### config.mk
export PLATFORM = sky130hd
export DESIGN_NAME = divmod_unit
export DESIGN_NICKNAME = d
export VERILOG_FILES = /design/src/rtl/dvm_pkg.sv /design/src/rtl/dvm_ctrl.sv /design/src/rtl/dvm_core.sv /design/src/rtl/dvm_wb.sv /design/src/rtl/divmod_unit.sv
export SDC_FILE = /design/constraint.sdc
export NUM_CORES = 1
export LEC_CHECK = 0
export ABC_AREA = 1
export ABC_CLOCK_PERIOD_IN_PS = 5650
export BUFFER_PORTS_ARGS = -buffer_cell sky130_fd_sc_hd__buf_2
export CAP_MARGIN = 40
export CORE_ASPECT_RATIO = 1.5
export CORE_MARGIN = 3
export CORE_UTILIZATION = 50
export DETAILED_ROUTE_END_ITERATION = 16
export PLACE_DENSITY = 0.8
export SLEW_MARGIN = 20
export SYNTH_ARGS = -nofsm -noshare
export SYNTH_HDL_FRONTEND = slang
export SYNTH_SLANG_ARGS = --single-unit
### constraint.sdc
create_clock -name clk -period 5.65 [get_ports clk]
set_input_delay 0.2825 -clock clk [delete_from_list [all_inputs] [get_ports clk]]
set_output_delay 0.2825 -clock clk [all_outputs]
set_load 0.005 [all_outputs]
### src/rtl/dvm_pkg.sv
package dvm_pkg;
  typedef enum logic [1:0] {
    ST_IDLE = 2'd0,
    ST_STEP = 2'd1,
    ST_FIX  = 2'd2
  } dvm_state_e;

  localparam int unsigned         SUBOP_W   = 5;
  localparam logic [SUBOP_W-1:0]  SUBOP_QUO = 5'd2;
  localparam logic [SUBOP_W-1:0]  SUBOP_REM = 5'd3;
endpackage

### src/rtl/dvm_ctrl.sv
module dvm_ctrl
  import dvm_pkg::*;
#(
  parameter int W = 32
) (
  input  logic clk,
  input  logic rst_n,
  input  logic start_i,
  output logic load_o,
  output logic step_o,
  output logic fin_o,
  output logic busy_o
);
  localparam int CW = $clog2(W + 1);

  dvm_state_e    state_q, state_d;
  logic [CW-1:0] cnt_q, cnt_d;

  always_comb begin
    state_d = state_q;
    cnt_d   = cnt_q;
    load_o  = 1'b0;
    step_o  = 1'b0;
    fin_o   = 1'b0;
    unique case (state_q)
      ST_IDLE: begin
        if (start_i) begin
          load_o  = 1'b1;
          state_d = ST_STEP;
          cnt_d   = CW'(W - 1);
        end
      end
      ST_STEP: begin
        step_o = 1'b1;
        if (cnt_q == '0) state_d = ST_FIX;
        else             cnt_d   = cnt_q - 1'b1;
      end
      ST_FIX: begin
        fin_o   = 1'b1;
        state_d = ST_IDLE;
      end
      default: state_d = ST_IDLE;
    endcase
  end

  always_ff @(posedge clk or negedge rst_n) begin
    if (!rst_n) begin
      state_q <= ST_IDLE;
      cnt_q   <= '0;
    end else begin
      state_q <= state_d;
      cnt_q   <= cnt_d;
    end
  end

  assign busy_o = (state_q != ST_IDLE);

  // Step counter kept for checking only: iterations since the last load.
  logic [CW:0] chk_steps_q;
  always_ff @(posedge clk or negedge rst_n) begin
    if (!rst_n)      chk_steps_q <= '0;
    else if (load_o) chk_steps_q <= '0;
    else if (step_o) chk_steps_q <= chk_steps_q + 1'b1;
  end

  a_r9_busy_after_start: assert property (@(posedge clk) disable iff (!rst_n)
    (start_i && !busy_o) |=> busy_o);
  a_r9_fix_after_w_steps: assert property (@(posedge clk) disable iff (!rst_n)
    fin_o |-> (chk_steps_q == (CW+1)'(W)));
  a_r9_no_reload_busy: assert property (@(posedge clk) disable iff (!rst_n)
    busy_o |-> !load_o);
endmodule

### src/rtl/dvm_core.sv
module dvm_core #(
  parameter int W = 32
) (
  input  logic         clk,
  input  logic         rst_n,
  input  logic         load_i,
  input  logic         step_i,
  input  logic [W-1:0] a_mag_i,
  input  logic [W-1:0] b_mag_i,
  output logic [W-1:0] quo_mag_o,
  output logic [W-1:0] rem_mag_o
);
  logic [W:0]   part_q, part_d;
  logic [W-1:0] quo_q, quo_d;
  logic [W-1:0] dvs_q, dvs_d;
  logic [W:0]   shifted;
  logic [W:0]   trial;

  always_comb begin
    shifted = {part_q[W-1:0], quo_q[W-1]};
    trial   = shifted - {1'b0, dvs_q};
    part_d  = part_q;
    quo_d   = quo_q;
    dvs_d   = dvs_q;
    if (load_i) begin
      part_d = '0;
      quo_d  = a_mag_i;
      dvs_d  = b_mag_i;
    end else if (step_i) begin
      if (!trial[W]) begin
        part_d = trial;
        quo_d  = {quo_q[W-2:0], 1'b1};
      end else begin
        part_d = shifted;
        quo_d  = {quo_q[W-2:0], 1'b0};
      end
    end
  end

  always_ff @(posedge clk or negedge rst_n) begin
    if (!rst_n) begin
      part_q <= '0;
      quo_q  <= '0;
      dvs_q  <= '0;
    end else if (load_i || step_i) begin
      part_q <= part_d;
      quo_q  <= quo_d;
      dvs_q  <= dvs_d;
    end
  end

  assign quo_mag_o = quo_q;
  assign rem_mag_o = part_q[W-1:0];

  a_r1_partial_below_divisor: assert property (@(posedge clk) disable iff (!rst_n)
    (dvs_q != '0) |-> (part_q < {1'b0, dvs_q}));
endmodule

### src/rtl/dvm_wb.sv
module dvm_wb
  import dvm_pkg::*;
#(
  parameter int W  = 32,
  parameter int AW = 5
) (
  input  logic               clk,
  input  logic               rst_n,
  input  logic               load_i,
  input  logic               fin_i,
  input  logic [W-1:0]       dividend_i,
  input  logic [W-1:0]       divisor_i,
  input  logic               legacy_i,
  input  logic               unsigned_i,
  input  logic [SUBOP_W-1:0] subop_i,
  input  logic [AW-1:0]      dest_i,
  input  logic [W-1:0]       quo_mag_i,
  input  logic [W-1:0]       rem_mag_i,
  output logic [W-1:0]       a_mag_o,
  output logic [W-1:0]       b_mag_o,
  output logic               done_o,
  output logic               unimpl_o,
  output logic               hi_we_o,
  output logic [W-1:0]       hi_o,
  output logic               lo_we_o,
  output logic [W-1:0]       lo_o,
  output logic               rd_we_o,
  output logic [AW-1:0]      rd_addr_o,
  output logic [W-1:0]       rd_data_o
);
  logic signed_eff, a_neg, b_neg;

  always_comb begin
    signed_eff = legacy_i ? !unsigned_i : 1'b1;
    a_neg      = signed_eff && dividend_i[W-1];
    b_neg      = signed_eff && divisor_i[W-1];
    a_mag_o    = a_neg ? (~dividend_i + 1'b1) : dividend_i;
    b_mag_o    = b_neg ? (~divisor_i + 1'b1) : divisor_i;
  end

  // Operation context captured at load.
  logic               nq_q, nr_q, dz_q, leg_q;
  logic [SUBOP_W-1:0] sub_q;
  logic [AW-1:0]      dst_q;

  always_ff @(posedge clk or negedge rst_n) begin
    if (!rst_n) begin
      nq_q  <= 1'b0;
      nr_q  <= 1'b0;
      dz_q  <= 1'b0;
      leg_q <= 1'b0;
      sub_q <= '0;
      dst_q <= '0;
    end else if (load_i) begin
      nq_q  <= a_neg ^ b_neg;
      nr_q  <= a_neg;
      dz_q  <= (divisor_i == '0);
      leg_q <= legacy_i;
      sub_q <= subop_i;
      dst_q <= dest_i;
    end
  end

  logic [W-1:0] quo_fix, rem_fix;
  logic         bad_sub, pair_en, dst_en, is_rem;
  logic         done_d, unimpl_d;

  always_comb begin
    quo_fix  = nq_q ? (~quo_mag_i + 1'b1) : quo_mag_i;
    rem_fix  = nr_q ? (~rem_mag_i + 1'b1) : rem_mag_i;
    is_rem   = (sub_q == SUBOP_REM);
    bad_sub  = !leg_q && (sub_q != SUBOP_QUO) && !is_rem;
    pair_en  = fin_i && leg_q && !dz_q;
    dst_en   = fin_i && !leg_q && !dz_q && !bad_sub;
    done_d   = fin_i;
    unimpl_d = fin_i && bad_sub;
  end

  always_ff @(posedge clk or negedge rst_n) begin
    if (!rst_n) begin
      done_o   <= 1'b0;
      unimpl_o <= 1'b0;
      hi_we_o  <= 1'b0;
      lo_we_o  <= 1'b0;
      rd_we_o  <= 1'b0;
    end else begin
      done_o   <= done_d;
      unimpl_o <= unimpl_d;
      hi_we_o  <= pair_en;
      lo_we_o  <= pair_en;
      rd_we_o  <= dst_en;
    end
  end

  always_ff @(posedge clk or negedge rst_n) begin
    if (!rst_n) begin
      hi_o <= '0;
      lo_o <= '0;
    end else if (pair_en) begin
      hi_o <= rem_fix;
      lo_o <= quo_fix;
    end
  end

  always_ff @(posedge clk or negedge rst_n) begin
    if (!rst_n) begin
      rd_addr_o <= '0;
      rd_data_o <= '0;
    end else if (dst_en) begin
      rd_addr_o <= dst_q;
      rd_data_o <= is_rem ? rem_fix : quo_fix;
    end
  end

  a_r9_done_single: assert property (@(posedge clk) disable iff (!rst_n)
    done_o |=> !done_o);
  a_r3_zero_div_silent: assert property (@(posedge clk) disable iff (!rst_n)
    (fin_i && dz_q) |=> (done_o && !hi_we_o && !lo_we_o && !rd_we_o));
  a_r4_one_style: assert property (@(posedge clk) disable iff (!rst_n)
    rd_we_o |-> (!hi_we_o && !lo_we_o));
  a_r6_unimpl_no_write: assert property (@(posedge clk) disable iff (!rst_n)
    unimpl_o |-> (done_o && !rd_we_o && !hi_we_o));
  a_r1_we_with_done: assert property (@(posedge clk) disable iff (!rst_n)
    (hi_we_o || lo_we_o || rd_we_o) |-> done_o);
endmodule

### src/rtl/divmod_unit.sv
module divmod_unit
  import dvm_pkg::*;
#(
  parameter int W  = 32,
  parameter int AW = 5
) (
  input  logic               clk,
  input  logic               rst_n,
  input  logic               start_i,
  input  logic               legacy_i,
  input  logic               unsigned_i,
  input  logic [SUBOP_W-1:0] subop_i,
  input  logic [AW-1:0]      dest_i,
  input  logic [W-1:0]       dividend_i,
  input  logic [W-1:0]       divisor_i,
  output logic               busy_o,
  output logic               done_o,
  output logic               unimpl_o,
  output logic               hi_we_o,
  output logic [W-1:0]       hi_o,
  output logic               lo_we_o,
  output logic [W-1:0]       lo_o,
  output logic               rd_we_o,
  output logic [AW-1:0]      rd_addr_o,
  output logic [W-1:0]       rd_data_o
);
  logic         load, step, fin;
  logic [W-1:0] a_mag, b_mag, quo_mag, rem_mag;

  dvm_ctrl #(.W(W)) u_ctrl (
    .clk    (clk),
    .rst_n  (rst_n),
    .start_i(start_i),
    .load_o (load),
    .step_o (step),
    .fin_o  (fin),
    .busy_o (busy_o)
  );

  dvm_core #(.W(W)) u_core (
    .clk      (clk),
    .rst_n    (rst_n),
    .load_i   (load),
    .step_i   (step),
    .a_mag_i  (a_mag),
    .b_mag_i  (b_mag),
    .quo_mag_o(quo_mag),
    .rem_mag_o(rem_mag)
  );

  dvm_wb #(.W(W), .AW(AW)) u_wb (
    .clk       (clk),
    .rst_n     (rst_n),
    .load_i    (load),
    .fin_i     (fin),
    .dividend_i(dividend_i),
    .divisor_i (divisor_i),
    .legacy_i  (legacy_i),
    .unsigned_i(unsigned_i),
    .subop_i   (subop_i),
    .dest_i    (dest_i),
    .quo_mag_i (quo_mag),
    .rem_mag_i (rem_mag),
    .a_mag_o   (a_mag),
    .b_mag_o   (b_mag),
    .done_o    (done_o),
    .unimpl_o  (unimpl_o),
    .hi_we_o   (hi_we_o),
    .hi_o      (hi_o),
    .lo_we_o   (lo_we_o),
    .lo_o      (lo_o),
    .rd_we_o   (rd_we_o),
    .rd_addr_o (rd_addr_o),
    .rd_data_o (rd_data_o)
  );

  a_r9_idle_at_done: assert property (@(posedge clk) disable iff (!rst_n)
    done_o |-> !busy_o);
endmodule

# After elaboration in Yosys (flattened, before gate mapping)
# Index checks and enable logic that the tools add are counted.
# word_totals
reg_bits	223
output_inout_bits	107
# classes
n_reduce_logical	26
mux	22
n_bitwise	5
eq_ne	7
add_sub_neg	6
# ops
cell	count
32-bit 2-to-1 mux	10
32-bit by 1-bit adder with 32-bit output (second input constant)	4
32-bit inverter	4
33-bit by 32-bit subtractor with 33-bit output	1
32-bit logical NOT	1
6-bit 2-to-1 mux	2
6-bit case mux with 2 select lines	1
1-bit logical AND	10
6-bit logical NOT	1
1-bit 2-to-1 mux	6
2-bit AND reduction	3
2-bit nonzero test	3
6-bit by 1-bit subtractor with 6-bit output (second input constant)	1
5-bit by 2-bit == test with 1-bit output (second input constant)	1
1-bit logical NOT	5
5-bit by 2-bit != test with 1-bit output (second input constant)	1
2-bit 2-to-1 mux	2
2-bit != test (second input constant)	2
2-bit case mux with 2 select lines	1
3-bit AND reduction	1
2-bit by 1-bit == test with 1-bit output (second input constant)	1
2-bit == test (second input constant)	1
2-bit logical NOT	1
2-bit by 1-bit != test with 1-bit output (second input constant)	1
other kinds (2)	2

# Longest topological paths before layout
# Gate-level depths: netlist (run 1).
# depth
ltp_word	5
depth_mapped	18

# By module
# Synthesis (run 1) repeated with hierarchy kept, for this count alone.
# unflattened
hier_cells	2327
area_unflattened_um2	15650.0
# modules_own_cells
mod	cells_per_inst	seq_area_each_um2	instances	area_per_inst_um2
dvm_wb	1249	2977.9	1	8380.5
dvm_core	1020	2402.3	1	6765.2
dvm_ctrl	58	200.2	1	504.2

# Worst setup path before layout (run 1)
# OpenSTA, ideal clock, no wires.
# synth_path
kind	reg2reg
from	register u_core.quo_q[31] (netlist: u_core.quo_mag_o[31])
to	register u_core.part_q[4]
slack_ps	3442
stages_incl_launch_ff	19
n_path_buf	1
arrival_time_ps	2090
cell_sequence	dfrtp_1 > inv_1 > ha_1 > fa_1 > inv_1 > nand2_1 > nand2_1 > nand3_1 > nand2_2 > nand2_2 > nand2_2 > nand2_4 > nand2_4 > nand2_8 > nand2_8 > buf_12 > nand2_2 > nand3_1 > nand2_1
# synth_via
elab_chain_cells	4
# synth_lines
element	line	rtl
start, declared	dvm_core.sv:14	logic [W-1:0] quo_q, quo_d;
start signal, assigned	dvm_core.sv:47	quo_q <= quo_d;
33-bit by 32-bit subtractor with 33-bit output	dvm_core.sv:21	trial = shifted - {1'b0, dvs_q};
32-bit 2-to-1 mux	dvm_core.sv:30	if (!trial[W]) begin
32-bit 2-to-1 mux	dvm_core.sv:29	end else if (step_i) begin
32-bit 2-to-1 mux	dvm_core.sv:25	if (load_i) begin
end signal, assigned	dvm_core.sv:46	part_q <= part_d;
end, declared	dvm_core.sv:13	logic [W:0] part_q, part_d;
# Every way passes these cells. The select of a mux whose other input is x is not followed.
# A chain may end at the register's enable or synchronous reset.

# Worst setup path in the final report (run 1)
# layout_path
from	register u_ctrl.state_q[0]
to	register u_core.part_q[8]
# layout_via
elab_chain_cells	4
word_cells_on_any_way	8
cone_classes	eq/ne: 1; mux: 3; reduce/logical: 4
# layout_lines
element	line	rtl
start, declared	dvm_ctrl.sv:16	dvm_state_e state_q, state_d;
start signal, assigned	dvm_ctrl.sv:51	state_q <= state_d;
2-bit by 1-bit == test with 1-bit output / 2-bit logical NOT (equally long branches)	dvm_ctrl.sv:25	unique case (state_q)
1-bit 2-to-1 mux	dvm_ctrl.sv:25	
2-bit nonzero test (no line) / 1-bit logical OR (equally long branches)	n/a	
2-bit AND reduction (no line)	n/a	
# Parallel ways exist; a longest one is shown, timed or not.

==> qor.csv, run 1 <==
stage;metric;value;unit
cts;clk_lat worst skew;0.53;ns
floorplan;Initial Util;51.01;%
grt;largest net degree at the start of global routing;93;
grt;vias in the first global route;16050;
cts;Post-CTS Repair Setup Buffers;0;
timing;Slew HR;49.33;%
placed_design;Post-DP HPWL;41.34;mm
yosys;top-area cell type share of the netlist area;35.92;%
worst_setup_path;reg2reg end;u_core.part_q[8]$_DFFE_PN0P_;
layout;area grow syn2layout;14.29;%
timing;worst setup margin;2.803;ns
yosys;largest area contributor in the netlist;dfrtp_1;
yosys;warning count from the yosys run;0;
status;outcome;finished clean;
yosys;Synth Flop Type;dfrtp_1;
timing;Total Neg Setup Slack;0;ns
cts;CTS tree;yes;
placed_design;dpl ws;2.902;ns
yosys;Mapped Cells;2333;
worst_setup_path;crit path max fanout;70;
worst_setup_path;CP Class;reg2reg;
floorplan;core area;30450;um2
timing;Final period util;50.39;%
floorplan;I/O Pins;186;
floorplan;Die X;149.9;um
grt;total track usage;31.33;%
yosys;synth top area cells;dfrtp_1, nand2_1, nand3_1, inv_1, nor2_1;
yosys;number of library cell types mapped by synthesis;51;
worst_setup_path;Data arrival, critical path;3.30;ns
cts;H-tree depth;1;
timing;final setup fails;0;
layout;most frequent cells in the layout;nand2_1, inv_1, dfrtp_1, nor2_1, nand3_1;
timing;Final Critical Period;2.847;ns
cts;clock buffer depth;3;
routing;Final ANT Viol Nets;0;
yosys;synthesized area;15530;um2
worst_setup_path;flop2flop setup slack;2.80;ns
layout;Cell Count, Final, Fillers Out;2915;
timing;final hold vios;0;
worst_setup_path;Reg2Reg Depth;8;
yosys;Seq/Total Area, Yosys;35.92;%
grt;GRT overflow;0;
grt;first-pass GRT wire length;82.84;mm
min_path;Hold Path Sink;u_wb.sub_q[0]$_DFFE_PN0P_;
yosys;Async SR Flop Fraction;100.0;%
routing;DR DRC count;0;
routing;vias;16260;
worst_setup_path;Critical Path RT;6.10;ns
timing;Slew Limit Fails;0;
layout;share of cells above drive strength 1;12.18;%
grt;antenna violations before repair;2;
min_path;Hold/Removal Path Class;in2reg;
cts;TritonCTS Buffers;23;
routing;Vias/cell;5.577;
routing;Routed WL;52.64;mm
timing;Tightest Pin Transition;0.7583;ns
layout;commonest non-fill, non-tap cell in the layout;nand2_1;
worst_setup_path;Crit. End Element;flip-flop;
yosys;Synth Net Count;2451;
cts;clk root buf;clkbuf_16;
floorplan;Die Footprint;33260;um2
floorplan;row count;78;
yosys;syn_area_per_cell;6.658;um2
timing;post-route clock skew;0.02535;ns
min_path;hold path startpoint;subop_i[0];
pwr;leak pwr;9.456;nW
floorplan;Die Height;221.9;um
timing;Min Hold Slack;0.02087;ns
yosys;Post-synth EDFFs;0;
routing;1st-iter DRT viols;1191;
layout;Final nets;2615;
pwr;VDD IR max;0.0002454;V
worst_setup_path;FF-to-FF Start;u_ctrl.state_q[0]$_DFFE_PN0P_;
job;max-cap violations;0;
pwr;power density over the cells;569.5;nW/um2
cts;CTS Sinks;223;
placed_design;Buffers on Ports;185;
worst_setup_path;startpoint type of the worst setup path;flip-flop;
timing;Max Freq;0.3512;GHz
timing;RSZ-0062 raised after global routing;false;
routing;total iterations of the first detailed-routing run;5;
routing;wire per inst;18.06;um
placed_design;DP Cell Count;2861;
cts;Clk pin slew, worst setup/hold paths;0.07;ns
placed_design;GP Congestion;1.008;
yosys;synthesized flop and latch total;223;
min_path;Worst Hold Depth;3;
-- worst max-delay path, stage by stage (launching register included) --
cell	delay (ns)
dfrtp_1	0.38
nor2_1	0.08
nand2_2	0.06
buf_4	0.50
inv_2	0.37
nor2_4	0.68
buf_4	0.46
nand2_1	0.11
nand2_1	0.08
-- what timing repair did --
action / in CTS / in global routing
resized for setup: 0 / 0
endpoints found under the hold margin: 100 / 0
hold buffers: 11 / 0
-- worst max-delay path by stage --
stage,start,endpoint,depth (start not counted)
detailed placement,u_ctrl.state_q[0]$_DFFE_PN0P_,u_core.part_q[28]$_DFFE_PN0P_,8
global route,u_ctrl.state_q[0]$_DFFE_PN0P_,u_core.part_q[20]$_DFFE_PN0P_,8
finish,u_ctrl.state_q[0]$_DFFE_PN0P_,u_core.part_q[8]$_DFFE_PN0P_,8
floorplan,u_core.quo_mag_o[31]$_DFFE_PN0P_,u_core.part_q[4]$_DFFE_PN0P_,18
CTS,u_ctrl.state_q[0]$_DFFE_PN0P_,u_core.part_q[8]$_DFFE_PN0P_,8
global placement,u_ctrl.state_q[0]$_DFFE_PN0P_,u_core.part_q[16]$_DFFE_PN0P_,8
-- synth_stat cells (all sizes together) (9+ instances only) --
cell type	count
a21oi	44
a22oi	26
a31oi	27
buf	19
clkbuf	55
dfrtp	223
ha	38
inv	298
nand2	803
nand3	224
nand3b	18
nand4	33
nor2	229
nor3	25
o21ai	140
o21bai	9
or2	10
xnor2	10
xor2	65
-- stage by stage --
| stage | instance area, um2 | utilization [%] | total power [W] |
|---|---|---|---|
| 2_1_floorplan | 15530 | - | 0.006745 |
| 3_3_place_gp | 16730 | 54.95 | 0.008201 |
| 3_5_place_dp | 16820 | 55.25 | 0.008339 |
| 4_1_cts | 17750 | 58.29 | 0.01002 |
| 5_1_grt | 17750 | 58.30 | 0.01095 |
| 6_report | 17750 | 58.30 | 0.01011 |
-- flip-flops by register name, summed over array words and instances (netlist names), 6 cells and up --
register          count
u_core.part_q        32
u_core.quo_mag_o     32
u_wb.hi_o            32
u_wb.lo_o            32
u_ctrl.cnt_q          6
u_core.dvs_q         32
u_wb.rd_data_o       32
-- where the power goes --
part / total, W / leakage, nW / internal (W) / switching [W]
combinational: 0.00589 / 6.37 / 0.00190 / 0.00398
clock: 0.00166 / 0.403 / 0.000989 / 0.000666
sequential: 0.00257 / 2.68 / 0.00201 / 0.000554
-- area by class of cell --
class / instances / area [um2]
fill: 2931 / 12700
sequential: 223 / 5580
antenna: 2 / 5.005
multi-input combinational: 1737 / 8503
clock inverter: 11 / 173.9
inverter: 299 / 1122
tap: 400 / 500.5
timing repair buffer: 213 / 1226
clock buffer: 30 / 641.9
-- kinds of logic (layout without fill, tap and decap cells) --
kind of cell	count (synthesis)	after routing	synth area share [%]
flops	223	223	35.92
xor+xnor	75	75	4.229
simple gates	1349	1349	36.95
fa+ha+maj	39	39	3.190
buf+inv	373	553	9.456
other cells	0	2	0
compound gates	274	274	10.25
-- per-layer routing --
| metal | up-vias | GRT usage (%) | part of all wire (%) |
|---|---|---|---|
| met2 | 720 | 55.52 | 50 |
| met5 | - | 0 | 0 |
| met3 | 202 | 2.924 | 5.8 |
| li1 | 7769 | - | - |
| met4 | 0 | 22.78 | 8.9 |
| met1 | 7566 | 34.28 | 35 |
Power figures use the tool's default switching activity.
==> run 2, diff against run 1 <==
- ABC_AREA: 1 -> 0
- ABC_CLOCK_PERIOD_IN_PS: 5650 -> 2690
- PLACE_DENSITY: 0.8 -> 0.81
- clock period: 5.65 -> 2.69 ns (I/O delays scaled with it)
==> qor.csv, run 2 <==
stage;metric;value;unit;change
status;outcome;complete, but fails checks;;
status;failing checks;negative setup slack;;
timing;post-route clock skew;0.01962;ns;-0.005728 ns
timing;Max Freq;0.3256;GHz;-7.3%
layout;commonest non-fill, non-tap cell in the layout;dfrtp_1;;
floorplan;row count;72;;-7.7%
pwr;leak pwr;8.841;nW;-6.5%
min_path;Hold Path Sink;u_core.quo_mag_o[25]$_DFFE_PN0P_;;
grt;first-pass GRT wire length;74.16;mm;-10%
yosys;warning count from the yosys run;0;;unchanged
layout;area grow syn2layout;41.04;%;
worst_setup_path;crit path max fanout;6;;-91%
timing;Final period util;114.2;%;+64 points
timing;Tightest Pin Transition;1.106;ns;+0.3476 ns
cts;clk_lat worst skew;0.53;ns;about the same
yosys;synth top area cells;dfrtp_1, o21ai_0, nand2_1, xnor2_1, a21oi_1;;
routing;Vias/cell;6.310;;+13%
grt;grt met1 use;34.82;%;+0.54 points
cts;clk root buf;clkbuf_16;;
yosys;Seq/Total Area, Yosys;42.32;%;+6.4 points
grt;GRT overflow;0;;unchanged
timing;RSZ-0062 raised after global routing;true;;
worst_setup_path;Crit. End Element;flip-flop;;
yosys;Mapped Cells;1501;;-36%
timing;worst setup margin;-0.3811;ns;-3.184 ns
grt;total track usage;32.31;%;+0.97 points
layout;Cell Count, Final, Fillers Out;2270;;-22%
cts;Clk pin slew, worst setup/hold paths;0.07;ns;about the same
pwr;VDD IR max;0.0004603;V;+88%
cts;clock buffer depth;3;;unchanged
yosys;synthesized flop and latch total;223;;unchanged
cts;CTS Sinks;223;;unchanged
placed_design;placed inst area;15690;um2;-6.7%
placed_design;Buffers on Ports;185;;unchanged
yosys;Post-synth EDFFs;0;;unchanged
floorplan;Die X;138.6;um;-7.6%
layout;most frequent cells in the layout;dfrtp_1, buf_4, buf_2, nand2_1, nor2_1;;
placed_design;Post-DP HPWL;31.12;mm;-25%
worst_setup_path;crit path cell chain;ha_4 > a211oi_2 > nand2_1 > o211ai_1 > buf_4 > a21boi_2 > o21a_1 > or2_4 > o311ai_4 > buf_12 > buf_12 > mux2_2 > o21ai_1;;
worst_setup_path;cell family with the largest share of critical-path delay;compound AO/OA/AOI/OAI gates;;
grt;vias in the first global route;14180;;-12%
worst_setup_path;startpoint type of the worst setup path;flip-flop;;
timing;final setup fails;80;;+80
yosys;syn_area_per_cell;8.785;um2;+32%
floorplan;I/O Pins;186;;unchanged
yosys;Post-synth top cells;dfrtp_1, nand2_1, o21ai_0;;
floorplan;Die Height;204.9;um;-7.7%
worst_setup_path;CP dominant cell by count;buf_12;;
routing;Final ANT Viol Nets;0;;unchanged
timing;Final Critical Period;3.071;ns;+0.2241 ns
yosys;Synth Flop Type;dfrtp_1;;
routing;DR DRC count;0;;unchanged
floorplan;Initial Util;51.00;%;about the same
layout;fin area;18600;um2;+4.8%
grt;largest net degree at the start of global routing;84;;-9.7%
yosys;top-area cell type share of the netlist area;42.32;%;+6.4 points
grt;antenna violations before repair;4;;+2
yosys;Async SR Flop Fraction;100.0;%;unchanged
worst_setup_path;Critical Path RT;3.11;ns;-2.99 ns
layout;filler instances;1656;;-44%
min_path;hold path startpoint;dividend_i[25];;
routing;vias;14320;;-12%
timing;final hold vios;0;;unchanged
worst_setup_path;flop2flop setup slack;-0.38;ns;-3.18 ns
routing;total iterations of the first detailed-routing run;11;;+6
routing;Routed WL;52.40;mm;-0.45%
yosys;synthesized area;13190;um2;-15%
worst_setup_path;CP bufs+invs;3;;unchanged
timing;Slew HR;26.27;%;-23 points
worst_setup_path;slowest CP cell;dfrtp_1;;
yosys;largest area contributor in the netlist;dfrtp_1;;
timing;Slew Limit Fails;0;;unchanged
worst_setup_path;Data arrival, critical path;3.50;ns;+0.20 ns
worst_setup_path;reg2reg end;u_core.part_q[0]$_DFFE_PN0P_;;
layout;share of cells above drive strength 1;32.92;%;+21 points
worst_setup_path;Critical Path Stages;13;;+5
grt;grt met3 use;5.068;%;+2.1 points
layout;Final nets;2038;;-22%
yosys;count leader, synth;dfrtp_1;;
worst_setup_path;Reg2Reg Depth;13;;+5
floorplan;Die Footprint;28400;um2;-15%
cts;TritonCTS Buffers;22;;-4.3%
job;max-cap violations;0;;unchanged
routing;wire per inst;23.09;um;+28%
timing;Min Hold Slack;0.01063;ns;-0.01024 ns
min_path;Worst Hold Depth;3;;unchanged
floorplan;core area;25850;um2;-15%
routing;1st-iter DRT viols;1451;;+22%
yosys;number of library cell types mapped by synthesis;71;;+39%
grt;GR peak layer;met2;;
min_path;Hold/Removal Path Class;in2reg;;
worst_setup_path;FF-to-FF Start;u_core.part_q[5]$_DFFE_PN0P_;;
cts;H-tree depth;1;;unchanged
placed_design;GP Congestion;0.9535;;-5.4%
placed_design;DP Cell Count;2114;;-26%
yosys;Synth Net Count;1619;;-34%
worst_setup_path;slowest stage delay, CP;0.51;ns;-0.17 ns
cts;CTS tree;yes;;
worst_setup_path;CP Class;reg2reg;;
grt;met2 Use GR;57.89;%;+2.4 points
pwr;power density over the cells;376.8;nW/um2;-34%
-- run 2: logic make-up (layout without fill, tap and decap cells) --
family	after synthesis	in the layout	share of synthesized area, %
and+or+nand+nor	482	482	16.62
AOI/OAI and AO/OA	420	420	19.38
DFF	223	223	42.32
xor gates and xnor gates	148	148	9.830
buffers and inverters	140	574	4.109
muxes	49	49	3.985
adders and majority gates	39	39	3.758
other	0	2	0
-- run 2: layout make-up --
class / count / area [um2] / share of cell area [%]
clock buffers: 32 / 659.4 / 3.545
multi-input cells: 1138 / 8225 / 44.23
inverters: 62 / 232.7 / 1.251
repair buffers: 473 / 3408 / 18.33
diodes: 2 / 5.005 / 0.02691
well taps: 333 / 416.7 / 2.240
flip-flops and latches: 223 / 5583 / 30.02
clock inverters: 7 / 67.56 / 0.3633
-- run 2: where the power goes --
part	internal (W)	total, W	switching [W]
registers	0.00335	0.00335	0
logic	0.000192	0.000454	0.000261
clock network	0.00180	0.00320	0.00140
total	0.00535	0.00701	0.00166
-- run 2: tightest hold or removal path: cells and delay by family --
kind | cells | cell delay [ns]
AOI/OAI and AO/OA | 1 | 0.08
buffers and inverters | 1 | 0.12
xor gates and xnor gates | 1 | 0.15
-- run 2: worst max path at each step --
| stage | from | end | slack, ns |
|---|---|---|---|
| final | u_core.part_q[5]$_DFFE_PN0P_ | u_core.part_q[0]$_DFFE_PN0P_ | -0.38 |
| after global routing | u_core.dvs_q[7]$_DFFE_PN0P_ | u_core.part_q[4]$_DFFE_PN0P_ | -0.49 |
| after CTS | u_core.dvs_q[0]$_DFFE_PN0P_ | u_core.part_q[13]$_DFFE_PN0P_ | -0.32 |
| after detailed placement | u_core.dvs_q[7]$_DFFE_PN0P_ | u_core.part_q[1]$_DFFE_PN0P_ | -0.32 |
| after global placement | u_core.part_q[16]$_DFFE_PN0P_ | u_core.part_q[1]$_DFFE_PN0P_ | -0.24 |
| after floorplan | u_core.part_q[2]$_DFFE_PN0P_ | u_core.part_q[6]$_DFFE_PN0P_ | -0.05 |
-- run 2: repair_timing --
action / 4_1_cts / 5_1_grt
setup endpoints to repair: 62 / 104
hold buffers: 60 / 0
buffers inserted: 39 / 26
gates cloned: 3 / 0
hold endpoints to repair: 136 / 0
gates resized for setup: 104 / 136
pin swaps: 55 / 76
-- run 2: through the flow --
| step | utilization (%) | setup slack (ns) | setup TNS (ns) | total power (W) |
|---|---|---|---|---|
| 2_1_floorplan | - | -0.04568 | -0.5321 | 0.003562 |
| 3_3_place_gp | 60.69 | -0.2374 | -7.061 | 0.003770 |
| 3_5_place_dp | 60.69 | -0.3157 | -9.698 | 0.003782 |
| 4_1_cts | 69.09 | -0.3193 | -10.54 | 0.006944 |
| 5_1_grt | 71.92 | -0.4944 | -20.55 | 0.007170 |
| 6_report | 71.93 | -0.3811 | -15.99 | 0.007008 |
-- run 2: routing by layer --
layer  wire, um  vias up
met5         31        -
met4       5178        4
met3       4537      411
met2      25430     1081
met1      17230     6742
li1           -     6085
